--- src/rtl/ansEncPkg.sv ---
package ansEncPkg;
  localparam int STATE_W    = 5;
  localparam int STATE_INIT = 16;
  localparam int A_LO = 4;
  localparam int A_HI = 7;
  localparam int B_LO = 12;
  localparam int B_HI = 23;

  typedef struct packed {
    logic loadSym;
    logic shiftRaw;
    logic shiftState;
    logic applyCode;
    logic restart;
  } encStrobe_t;

  typedef enum logic [1:0] {
    ST_IDLE  = 2'd0,
    ST_EMIT  = 2'd1,
    ST_FINAL = 2'd2
  } encPhase_t;
endpackage

--- src/rtl/ansEncDatapath.sv ---
module ansEncDatapath
  import ansEncPkg::*;
#(
  parameter int SUB_W = 2
) (
  input  logic               clk,
  input  logic               rstN,
  input  encStrobe_t         strobe,
  input  logic               symIsB,
  input  logic [SUB_W-1:0]   symSub,
  input  logic               rawMode,
  output logic [STATE_W-1:0] stateQ,
  output logic               inRange,
  output logic               rawPending,
  output logic               outBit
);
  localparam int CNT_W = $clog2(SUB_W + 1);

  logic               symBQ;
  logic [SUB_W-1:0]   subQ;
  logic [CNT_W-1:0]   rawCntQ;
  logic [STATE_W-1:0] quot3, rem3, codeA, codeB, coded;

  // Precursor range of the latched letter
  always_comb begin
    if (symBQ) inRange = (stateQ >= STATE_W'(B_LO)) && (stateQ <= STATE_W'(B_HI));
    else       inRange = (stateQ >= STATE_W'(A_LO)) && (stateQ <= STATE_W'(A_HI));
  end

  // Coding functions
  assign quot3 = stateQ / STATE_W'(3);
  assign rem3  = stateQ % STATE_W'(3);
  assign codeA = STATE_W'({stateQ, 2'b00});
  assign codeB = STATE_W'({quot3, 2'b00} + {2'b00, rem3} + (STATE_W + 2)'(1));
  assign coded = symBQ ? codeB : codeA;

  assign rawPending = (rawCntQ != '0);
  assign outBit     = rawPending ? subQ[0] : stateQ[0];

  always_ff @(posedge clk) begin
    if (!rstN) begin
      stateQ  <= STATE_W'(STATE_INIT);
      symBQ   <= 1'b0;
      subQ    <= '0;
      rawCntQ <= '0;
    end else begin
      if (strobe.loadSym) begin
        symBQ   <= symIsB;
        subQ    <= symSub;
        rawCntQ <= (rawMode && !symIsB) ? CNT_W'(SUB_W) : '0;
      end
      if (strobe.shiftRaw) begin
        subQ    <= subQ >> 1;
        rawCntQ <= rawCntQ - CNT_W'(1);
      end
      if (strobe.shiftState) stateQ <= stateQ >> 1;
      else if (strobe.applyCode) stateQ <= coded;
      else if (strobe.restart) stateQ <= STATE_W'(STATE_INIT);
    end
  end
endmodule

--- src/rtl/ansEncControl.sv ---
module ansEncControl
  import ansEncPkg::*;
(
  input  logic       clk,
  input  logic       rstN,
  input  logic       symValid,
  input  logic       finishReq,
  input  logic       outReady,
  input  logic       finReady,
  input  logic       inRange,
  input  logic       rawPending,
  output logic       symReady,
  output logic       outValid,
  output logic       finValid,
  output encStrobe_t strobe
);
  encPhase_t phaseQ, phaseD;

  always_comb begin
    phaseD   = phaseQ;
    strobe   = '0;
    symReady = 1'b0;
    outValid = 1'b0;
    finValid = 1'b0;
    unique case (phaseQ)
      ST_IDLE: begin
        symReady = 1'b1;
        if (symValid) begin
          strobe.loadSym = 1'b1;
          phaseD = ST_EMIT;
        end else if (finishReq) begin
          phaseD = ST_FINAL;
        end
      end
      ST_EMIT: begin
        if (rawPending) begin
          outValid = 1'b1;
          strobe.shiftRaw = outReady;
        end else if (!inRange) begin
          outValid = 1'b1;
          strobe.shiftState = outReady;
        end else begin
          strobe.applyCode = 1'b1;
          phaseD = ST_IDLE;
        end
      end
      ST_FINAL: begin
        finValid = 1'b1;
        if (finReady) begin
          strobe.restart = 1'b1;
          phaseD = ST_IDLE;
        end
      end
      default: phaseD = ST_IDLE;
    endcase
  end

  always_ff @(posedge clk) begin
    if (!rstN) phaseQ <= ST_IDLE;
    else       phaseQ <= phaseD;
  end
endmodule

--- src/rtl/ansEncoder.sv ---
module ansEncoder
  import ansEncPkg::*;
#(
  parameter int SUB_W = 2
) (
  input  logic               clk,
  input  logic               rstN,
  input  logic               symValid,
  output logic               symReady,
  input  logic               symIsB,
  input  logic [SUB_W-1:0]   symSub,
  input  logic               rawMode,
  input  logic               finishReq,
  output logic               outValid,
  input  logic               outReady,
  output logic               outBit,
  output logic               finValid,
  input  logic               finReady,
  output logic [STATE_W-1:0] finState
);
  encStrobe_t         strobe;
  logic [STATE_W-1:0] stateQ;
  logic               inRange, rawPending;

  ansEncControl u_ctrl (
    .clk(clk), .rstN(rstN), .symValid(symValid), .finishReq(finishReq),
    .outReady(outReady), .finReady(finReady), .inRange(inRange),
    .rawPending(rawPending), .symReady(symReady), .outValid(outValid),
    .finValid(finValid), .strobe(strobe)
  );

  ansEncDatapath #(.SUB_W(SUB_W)) u_dp (
    .clk(clk), .rstN(rstN), .strobe(strobe), .symIsB(symIsB),
    .symSub(symSub), .rawMode(rawMode), .stateQ(stateQ),
    .inRange(inRange), .rawPending(rawPending), .outBit(outBit)
  );

  assign finState = stateQ;
endmodule

--- config.mk ---
export PLATFORM = sky130hd
export DESIGN_NAME = ansEncoder
export DESIGN_NICKNAME = d
export VERILOG_FILES = /design/src/rtl/ansEncPkg.sv /design/src/rtl/ansEncDatapath.sv /design/src/rtl/ansEncControl.sv /design/src/rtl/ansEncoder.sv
export SDC_FILE = /design/constraint.sdc
export NUM_CORES = 1
export LEC_CHECK = 0
export BUFFER_PORTS_ARGS = -buffer_cell sky130_fd_sc_hd__buf_2
export CORE_UTILIZATION = 40
export DETAILED_ROUTE_END_ITERATION = 8
export PLACE_DENSITY = 0.56
export SLEW_MARGIN = 20
export SYNTH_ARGS = -nofsm -noshare
export SYNTH_HDL_FRONTEND = slang
export SYNTH_HIERARCHICAL = 1
export SYNTH_SLANG_ARGS = --single-unit
--- constraint.sdc ---
create_clock -name clk -period 4.9 [get_ports clk]
set_input_delay 0.735 -clock clk [delete_from_list [all_inputs] [get_ports clk]]
set_output_delay 0.735 -clock clk [all_outputs]
set_load 0.1 [all_outputs]
==> results of run 1 <==
-- cell usage after synthesis, types with 2 or more instances --
cell type	instances
inv_1	8
clkbuf_1	3
mux2i_1	7
xnor2_1	5
and3_1	2
nand3b_1	4
buf_6	3
ha_1	7
buf_4	6
nor3b_1	5
a211oi_2	2
nor2_1	14
o21a_1	2
nand2_1	16
nor3_1	3
and2_1	4
dfxtp_1	12
nand2b_1	4
nor2b_1	5
o21ai_0	9
nor4b_1	2
a21oi_1	10
nand4b_1	2
o311ai_0	2
nand3_1	2
-- per-layer routing --
metal | wire, um | global-route usage | share of wire
met5 | 0 | 0 | 0
met3 | 91 | 0.0393 | 0.032
met4 | 46 | 0.0498 | 0.016
met1 | 1500 | 0.275 | 0.52
met2 | 1220 | 0.276 | 0.43
-- worst paths after layout --
kind / to / depth (start not counted) / start
setup reg to reg: u_dp/stateQ[4] / 17 / u_dp/stateQ[4]
hold / removal: u_ctrl/phaseQ[0] / 1 / u_ctrl/phaseQ[1]
setup / recovery: u_dp/stateQ[4] / 17 / u_dp/stateQ[4]
hold reg to reg: u_ctrl/phaseQ[0] / 1 / u_ctrl/phaseQ[1]
-- per-stage QoR --
stage,area (um2),hold slack [ps]
after floorplan,1330,465
after global placement,1400,514
after detailed placement,1400,515
after CTS,1430,528
after global routing,1430,555
final,1430,526
-- logic make-up (layout without fill, tap and decap cells) --
logic type	Yosys count	after routing	share of synthesized area
and+or+nand+nor	72	72	0.312
buffers and inverters	22	34	0.0983
AOI/OAI and AO/OA	39	39	0.241
DFF	12	12	0.181
muxes	8	8	0.0614
xor gates and xnor gates	6	6	0.0397
adders and majority gates	7	7	0.0662
-- critical path, stage by stage, from the launching register on --
cell and delay, ps:
dfxtp_2 450, ha_1 440, nand3b_1 230, nand3_1 120, a211oi_2 270, xnor2_1 180, ha_1 270, or2_2 300
o32a_4 360, a311o_2 380, a21bo_1 180, ha_1 310, nand2_1 70, nand2_1 50, a21oi_1 160, xor2_1 90
or3_1 340, a31oi_1 200
-- registers in the layout, indices dropped and copies added, names as in the netlist --
signal	flops
u_ctrl/phaseQ	2
u_dp/rawCntQ	2
u_dp/stateQ	5
u_dp/subQ	2
u_dp/symBQ	1
-- where the power goes --
part / internal, mW / switching (mW) / total, mW
logic: 0.0654 / 0.0994 / 0.165
clock network: 0.0315 / 0.0331 / 0.0646
registers: 0.103 / 0.00995 / 0.113
total: 0.199 / 0.142 / 0.342
-- final cells by class --
class / instances / area, um2
fill: 355 / 1670
multi-input combinational: 132 / 953
sequential: 12 / 245
timing repair buffer: 22 / 120
tap: 44 / 55.1
inverter: 8 / 30.0
clock buffer: 4 / 26.3
==> impl_metrics.json, run 1 <==
{
  "tightest_slew_ps": 680,
  "vdd_drop_max_v": 0.000113,
  "endpoint_kind": "flop",
  "grt_max_degree": 19,
  "fin_util": 0.461,
  "ff2ff_setup_slack_ps": 400,
  "remaining_drc_errors": 0,
  "area_growth_pct": 8.03,
  "numCtsBuffers": 3,
  "synth_top_cell_area_share": 0.181,
  "finalSetupViolCount": 0,
  "first_iter_violations": 66,
  "num_vias": 1210,
  "cts_sinks": 12,
  "layout_commonest_cell": "buf_2",
  "numPortBuffers": 18,
  "cp.required_ps": 5080,
  "coreArea_um2": 3100,
  "stdcell_count": 222,
  "antenna_found_initial": 0,
  "netlist_top_cells_area": "dfxtp_1 (18%), ha_1 (6.6%), mux2i_1 (5.3%)",
  "clock_skew_ps": 7.69,
  "synth_seq_area_share": 0.181,
  "ys_ff_latch": 12,
  "ioPinCount": 19,
  "layout_common_cells": "buf_2 (18), nand2_1 (16), nor2_1 (14)",
  "yosysTopAreaCell": "dfxtp_1",
  "die_h_um": 59.5,
  "p_leak_nw": 0.573,
  "tns_ps": 0,
  "synthFlopType": "dfxtp_1",
  "netlist_instances": 166,
  "num_antenna_cells": 0,
  "status": "finished, final reports clean",
  "ant_nets": 0,
  "wl_per_cell_um": 12.9,
  "grt_first_pass_wirelength_mm": 5.08,
  "final_hold_viol_count": 0,
  "path_clk_slew_ps": 80,
  "fin_ws_ps": 403,
  "gp_congestion": 0.821,
  "root_buffer": "clkbuf_4",
  "relSlewSlack": 0.541,
  "pre_cts_slack_ps": 441,
  "clk_path_buf_depth": 2,
  "synth_area_um2": 1320,
  "drv_slew": 0,
  "hpwl_mm": 2.19,
  "dp_cells": 218,
  "cap_viol_max_count": 0,
  "die_w_um": 59.5,
  "worstSkewPairLatency_ps": 270,
  "power_mw": 0.342,
  "dr.pass1.iters": 4,
  "htree_levels": 1,
  "crit_type": "flop to flop",
  "cp_max_fo": 13,
  "avgSynthCellArea_um2": 7.97,
  "period_share": 0.918,
  "async_flop_share": 0,
  "die_area_um2": 3540,
  "cts_resized": 0,
  "grt-ovfl-total": 0,
  "routed_wl_mm": 2.85,
  "synth_cell_types": 52,
  "final_layout_size_suffix_gt1_frac": 0.208,
  "holdBufCountCts": 0,
  "gr-usage-all-layers": 0.188,
  "rsz0062_at_grt": "false",
  "crit_path_start_kind": "flop",
  "min_period_ps": 4500,
  "syn-num-nets": 183,
  "ys_warn_count": 6,
  "rows": 20,
  "start_util": 0.427,
  "min_path_type": "flop to flop",
  "cts_tree": "done",
  "synth_edf_count": 0,
  "viasPerCell": 5.45,
  "post_cts_buffers": 0,
  "max_freq_mhz": 222,
  "worstPathArrival_ps": 4680,
  "power.density_nw_per_um2": 239,
  "grt_pass1_vias": 1106,
  "finish.net_count": 196
}
Power figures use the tool's default switching activity.
==> inputs of run 2 (changes only) <==
--- a/config.mk
+++ b/config.mk
@@ -8,7 +8,7 @@
 export BUFFER_PORTS_ARGS = -buffer_cell sky130_fd_sc_hd__buf_2
 export CORE_UTILIZATION = 40
 export DETAILED_ROUTE_END_ITERATION = 8
-export PLACE_DENSITY = 0.56
+export PLACE_DENSITY = 0.58
 export SLEW_MARGIN = 20
 export SYNTH_ARGS = -nofsm -noshare
 export SYNTH_HDL_FRONTEND = slang
==> constraint.sdc (replaced) <==
create_clock -name clk -period 3.7 [get_ports clk]
set_input_delay 0.555 -clock clk [delete_from_list [all_inputs] [get_ports clk]]
set_output_delay 0.555 -clock clk [all_outputs]
set_load 0.1 [all_outputs]
==> impl_metrics.json, run 2 (synthesis results as in run 1) <==
{
  "status": "finished with violations",
  "violations": "negative setup slack",
  "start_util": 0.427,
  "htree_levels": 1,
  "power_mw": 0.519,
  "crit_path_start_kind": "flop",
  "cts_sinks": 12,
  "clock_skew_ps": 5.81,
  "num_vias": 1290,
  "hpwl_mm": 2.43,
  "holdBufCountCts": 0,
  "r2r_cells": 17,
  "dr.pass1.iters": 4,
  "rr_startpoint": "u_dp/stateQ[4]",
  "ff2ff_setup_slack_ps": -20,
  "dp_cells": 236,
  "final_layout_size_suffix_gt1_frac": 0.371,
  "antenna_found_initial": 0,
  "viasPerCell": 5.35,
  "p_leak_nw": 0.704,
  "first_iter_violations": 67,
  "period_share": 1.01,
  "finish.net_count": 215,
  "tightest_slew_ps": 542,
  "gp_congestion": 0.755,
  "fin_ws_ps": -23.8,
  "worstSkewPairLatency_ps": 270,
  "hold_path_depth": 1,
  "slowest_delay_ps": 370,
  "clk_path_buf_depth": 2,
  "wl_per_cell_um": 13.4,
  "relSlewSlack": 0.638,
  "holdPathEnd": "u_ctrl/phaseQ[0]",
  "cap_viol_max_count": 0,
  "root_buffer": "clkbuf_4",
  "r2r-end": "u_dp/stateQ[4]",
  "num_antenna_cells": 0,
  "area_growth_pct": 26.3,
  "remaining_drc_errors": 0,
  "min_period_ps": 3720,
  "ioPinCount": 19,
  "grt_first_pass_wirelength_mm": 5.29,
  "grt_max_degree": 15,
  "stdcell_count": 241,
  "die_h_um": 59.5,
  "die_area_um2": 3540,
  "p_seq_frac": 0.281,
  "cp_max_fo": 6,
  "min_path_type": "flop to flop",
  "hold_start": "u_ctrl/phaseQ[1]",
  "gr-usage-all-layers": 0.196,
  "layout_common_cells": "buf_4 (23), buf_2 (18), nor2_1 (14), nand2_1 (14)",
  "rsz0062_at_grt": "true",
  "grt-ovfl-total": 0,
  "crit_slowest_cell": "dfxtp_4",
  "final_hold_viol_count": 0,
  "tns_ps": -44.6,
  "swShare": 0.412,
  "max_freq_mhz": 269,
  "p_switching_mw": 0.214,
  "ant_nets": 0,
  "grt_pass1_vias": 1231,
  "largest_reg_flops": 5,
  "finalSetupViolCount": 2,
  "cp.required_ps": 3900,
  "power.internal_mw": 0.305,
  "drv_slew": 0,
  "routed_wl_mm": 3.24,
  "comb_power_share": 0.550,
  "power.density_nw_per_um2": 311,
  "crit_type": "flop to flop",
  "layout_commonest_cell": "buf_4",
  "coreArea_um2": 3100,
  "path_clk_slew_ps": 80,
  "rows": 20,
  "worstPathArrival_ps": 3930,
  "cts_tree": "done",
  "die_w_um": 59.5,
  "crit_chain": "ha_4 -> mux2i_2 -> o32ai_2 -> a211oi_4 -> xnor2_2 -> ha_2 -> or2_4 -> o32a_4 -> a311o_2 -> a21bo_1 -> ha_4 -> nand2_2 -> nand2_2 -> a21oi_2 -> xor2_1 -> or3_1 -> a31oi_1",
  "numPortBuffers": 18,
  "p_clk_frac": 0.169,
  "regMostFlops": "u_dp/stateQ",
  "vdd_drop_max_v": 0.000176,
  "numCtsBuffers": 3,
  "endpoint_kind": "flop"
}
run 2: through the flow:
| stage | cell area (um2) | setup slack [ps] | utilization | hold slack (ps) |
|---|---|---|---|---|
| 6_report | 1670 | -23.8 | 0.539 | 535 |
| 4_1_cts | 1650 | 2.17 | 0.532 | 537 |
| 3_3_place_gp | 1600 | -12.8 | 0.517 | 499 |
| 2_1_floorplan | 1410 | -709 | - | 465 |
| 3_5_place_dp | 1600 | -72.0 | 0.517 | 525 |
| 5_1_grt | 1670 | -238 | 0.539 | 564 |
run 2: repair_timing:
item	in CTS	in global routing
setup buffers	1	0
resized for setup	4	4
pin swaps	5	3
cloned	0	0
endpoints found under the setup margin	3	3
run 2: worst max-delay path by stage:
stage,cells past startpoint,slack (ps),to,startpoint
final,17,-20,u_dp/stateQ[4],u_dp/stateQ[4]
after global routing,17,-240,u_dp/stateQ[4],u_dp/stateQ[4]
after CTS,17,2,u_dp/stateQ[4],u_dp/stateQ[4]
after detailed placement,17,-70,u_dp/stateQ[4],u_dp/stateQ[4]
after global placement,17,-10,u_dp/stateQ[4],u_dp/stateQ[4]
after floorplan,20,-710,u_dp/stateQ[4],u_dp/stateQ[3]
run 2: cell type report:
type	count	area [um2]
fill	315	1430
tap	44	55.1
inverter	8	30.0
clock buffer	4	26.3
sequential	12	251
multi-input combinational	132	1050
timing repair buffer	41	263
run 2: worst max-delay path: cells and delay by family (launching register included):
kind	cells	cell delay [ps]
DFF	1	370
muxes	1	180
and+or+nand+nor	4	650
AOI/OAI and AO/OA	7	1470
adders and majority gates	3	710
xor gates and xnor gates	2	270
run 2: routing by layer:
metal / wire length [um] / GRT usage / vias to the layer above
li1: - / - / 658
met1: 1510 / 0.237 / 598
met2: 1630 / 0.360 / 32
met3: 86 / 0.0284 / 2
met4: 8 / 0.0498 / 0
met5: 0 / 0 / -
run 2: power groups by stage:
stage / Combinational (mW) / Clock, mW / Sequential, mW
6_report: 0.286 / 0.0878 / 0.146
5_1_grt: 0.308 / 0.0973 / 0.147
4_1_cts: 0.274 / 0.0901 / 0.145
3_5_place_dp: 0.265 / 0 / 0.149
3_3_place_gp: 0.260 / 0 / 0.148
2_1_floorplan: 0.193 / 0 / 0.161
==> inputs of run 3 (changes only) <==
--- a/config.mk
+++ b/config.mk
@@ -9,6 +9,7 @@
 export CORE_UTILIZATION = 40
 export DETAILED_ROUTE_END_ITERATION = 8
 export PLACE_DENSITY = 0.58
+export SETUP_SLACK_MARGIN = 0.4
 export SLEW_MARGIN = 20
 export SYNTH_ARGS = -nofsm -noshare
 export SYNTH_HDL_FRONTEND = slang
==> impl_metrics.json, run 3 (synthesis results as in run 1) <==
{
  "final_hold_viol_count": 0,
  "tightest_slew_ps": 531,
  "swShare": 0.390,
  "die_area_um2": 3540,
  "numCtsBuffers": 3,
  "num_antenna_cells": 0,
  "final_layout_size_suffix_gt1_frac": 0.367,
  "min_period_ps": 3700,
  "fin_ws_ps": 1.88,
  "pre_cts_slack_ps": -64.4,
  "gr-usage-all-layers": 0.186,
  "power.density_nw_per_um2": 311,
  "start_util": 0.427,
  "die_h_um": 59.5,
  "crit_slowest_cell": "dfxtp_4",
  "gp_congestion": 0.798,
  "root_buffer": "clkbuf_4",
  "critPathLaunch": "u_dp/stateQ[4]",
  "num_vias": 1270,
  "ioPinCount": 19,
  "period_share": 0.999,
  "rr_startpoint": "u_dp/stateQ[4]",
  "min_path_type": "flop to flop",
  "path_clk_slew_ps": 80,
  "first_iter_violations": 75,
  "coreArea_um2": 3100,
  "status": "finished, final reports clean",
  "p_leak_nw": 0.711,
  "layout_commonest_cell": "buf_4",
  "slowest_delay_ps": 370,
  "vdd_drop_max_v": 0.000209,
  "ant_nets": 0,
  "worstPathArrival_ps": 3890,
  "area_growth_pct": 27.3,
  "hold_ws_ps": 519,
  "hpwl_mm": 2.36,
  "hold_start": "u_ctrl/phaseQ[1]",
  "grt-ovfl-total": 0,
  "final_cell_area_um2": 1690,
  "finish.net_count": 217,
  "worstSkewPairLatency_ps": 270,
  "p_switching_mw": 0.205,
  "cap_viol_max_count": 0,
  "comb_power_share": 0.522,
  "finalSetupViolCount": 0,
  "clock_skew_ps": 4.34,
  "drv_slew": 0,
  "endpoint_kind": "flop",
  "cp.required_ps": 3890,
  "max_freq_mhz": 270,
  "p_clk_frac": 0.201,
  "placed_area_um2": 1620,
  "grt_first_pass_wirelength_mm": 5.06,
  "clk_path_buf_depth": 2,
  "grt_pass1_vias": 1189,
  "cts_tree": "done",
  "grt_max_degree": 15,
  "crit_chain": "ha_4 -> mux2i_1 -> o32ai_2 -> a211oi_4 -> xnor2_2 -> ha_2 -> or2_4 -> o32a_4 -> a311o_2 -> a21bo_1 -> ha_4 -> nand2_1 -> nand2_1 -> a21oi_2 -> xor2_1 -> or3_1 -> a31oi_1",
  "p_seq_frac": 0.277,
  "die_w_um": 59.5,
  "holdBufCountCts": 0,
  "power.internal_mw": 0.320,
  "viasPerCell": 5.23,
  "antenna_found_initial": 0,
  "crit_path_start_kind": "flop",
  "regMostFlops": "u_dp/stateQ",
  "largest_reg_flops": 5,
  "dr.pass1.iters": 4,
  "rsz0062_at_grt": "true",
  "wl_per_cell_um": 12.3,
  "rows": 20,
  "numPortBuffers": 18,
  "crit_type": "flop to flop",
  "relSlewSlack": 0.645,
  "routed_wl_mm": 3.00,
  "remaining_drc_errors": 0,
  "layout_common_cells": "buf_4 (25), buf_2 (18), nand2_1 (15)",
  "cts_sinks": 12,
  "cp_max_fo": 6,
  "htree_levels": 1
}
==> run 3: routing by layer <==
metal	up-vias	routed length [um]	global-route usage
met4	0	7	0.0365
li1	661	-	-
met1	587	1390	0.236
met5	-	0	0
met2	20	1520	0.337
met3	2	81	0.0218
==> run 3: area by class of cell <==
type                            instances  area (um2)
Fill cell                             294        1420
Sequential cell                        12         251
Inverter                                8        30.0
Timing Repair Buffer                   43         278
Multi-Input combinational cell        132        1030
Clock buffer                            4        36.3
Tap cell                               44        55.1
==> run 3: final timing paths <==
kind / slack, ps / cells after the start / to
max: 2 / 17 / u_dp/stateQ[4]
max reg2reg: 2 / 17 / u_dp/stateQ[4]
min: 520 / 1 / u_ctrl/phaseQ[0]
min reg2reg: 520 / 1 / u_ctrl/phaseQ[0]
==> run 3: metrics by stage <==
step / setup TNS, ps / power (mW) / cells / util
2_1_floorplan: -1680 / 0.356 / 166 / -
6_report: 0 / 0.524 / 243 / 0.543
3_3_place_gp: -14.1 / 0.411 / 237 / 0.521
5_1_grt: -399 / 0.562 / 243 / 0.543
3_5_place_dp: -69.1 / 0.414 / 237 / 0.521
4_1_cts: -7.84 / 0.527 / 242 / 0.541
==> run 3: what timing repair did <==
action / CTS / global route
setup buffers: 1 / 1
pin swaps: 7 / 0
resized for setup: 4 / 0
endpoints found under the setup margin: 3 / 3
==> run 3: power by group through the flow <==
stage | Combinational (mW) | Clock (mW) | Sequential (mW)
floorplan | 0.195 | 0 | 0.161
global placement | 0.263 | 0 | 0.148
detailed placement | 0.266 | 0 | 0.148
CTS | 0.273 | 0.109 | 0.145
global route | 0.300 | 0.115 | 0.147
finish | 0.274 | 0.105 | 0.145
==> run 3: critical path, delay by kind of cell, from the launching register on <==
| kind | cells | cell delay (ps) |
|---|---|---|
| xor+xnor | 2 | 270 |
| fa+ha+maj | 3 | 710 |
| compound gates | 7 | 1450 |
| flops | 1 | 370 |
| mux | 1 | 160 |
| simple gates | 4 | 660 |
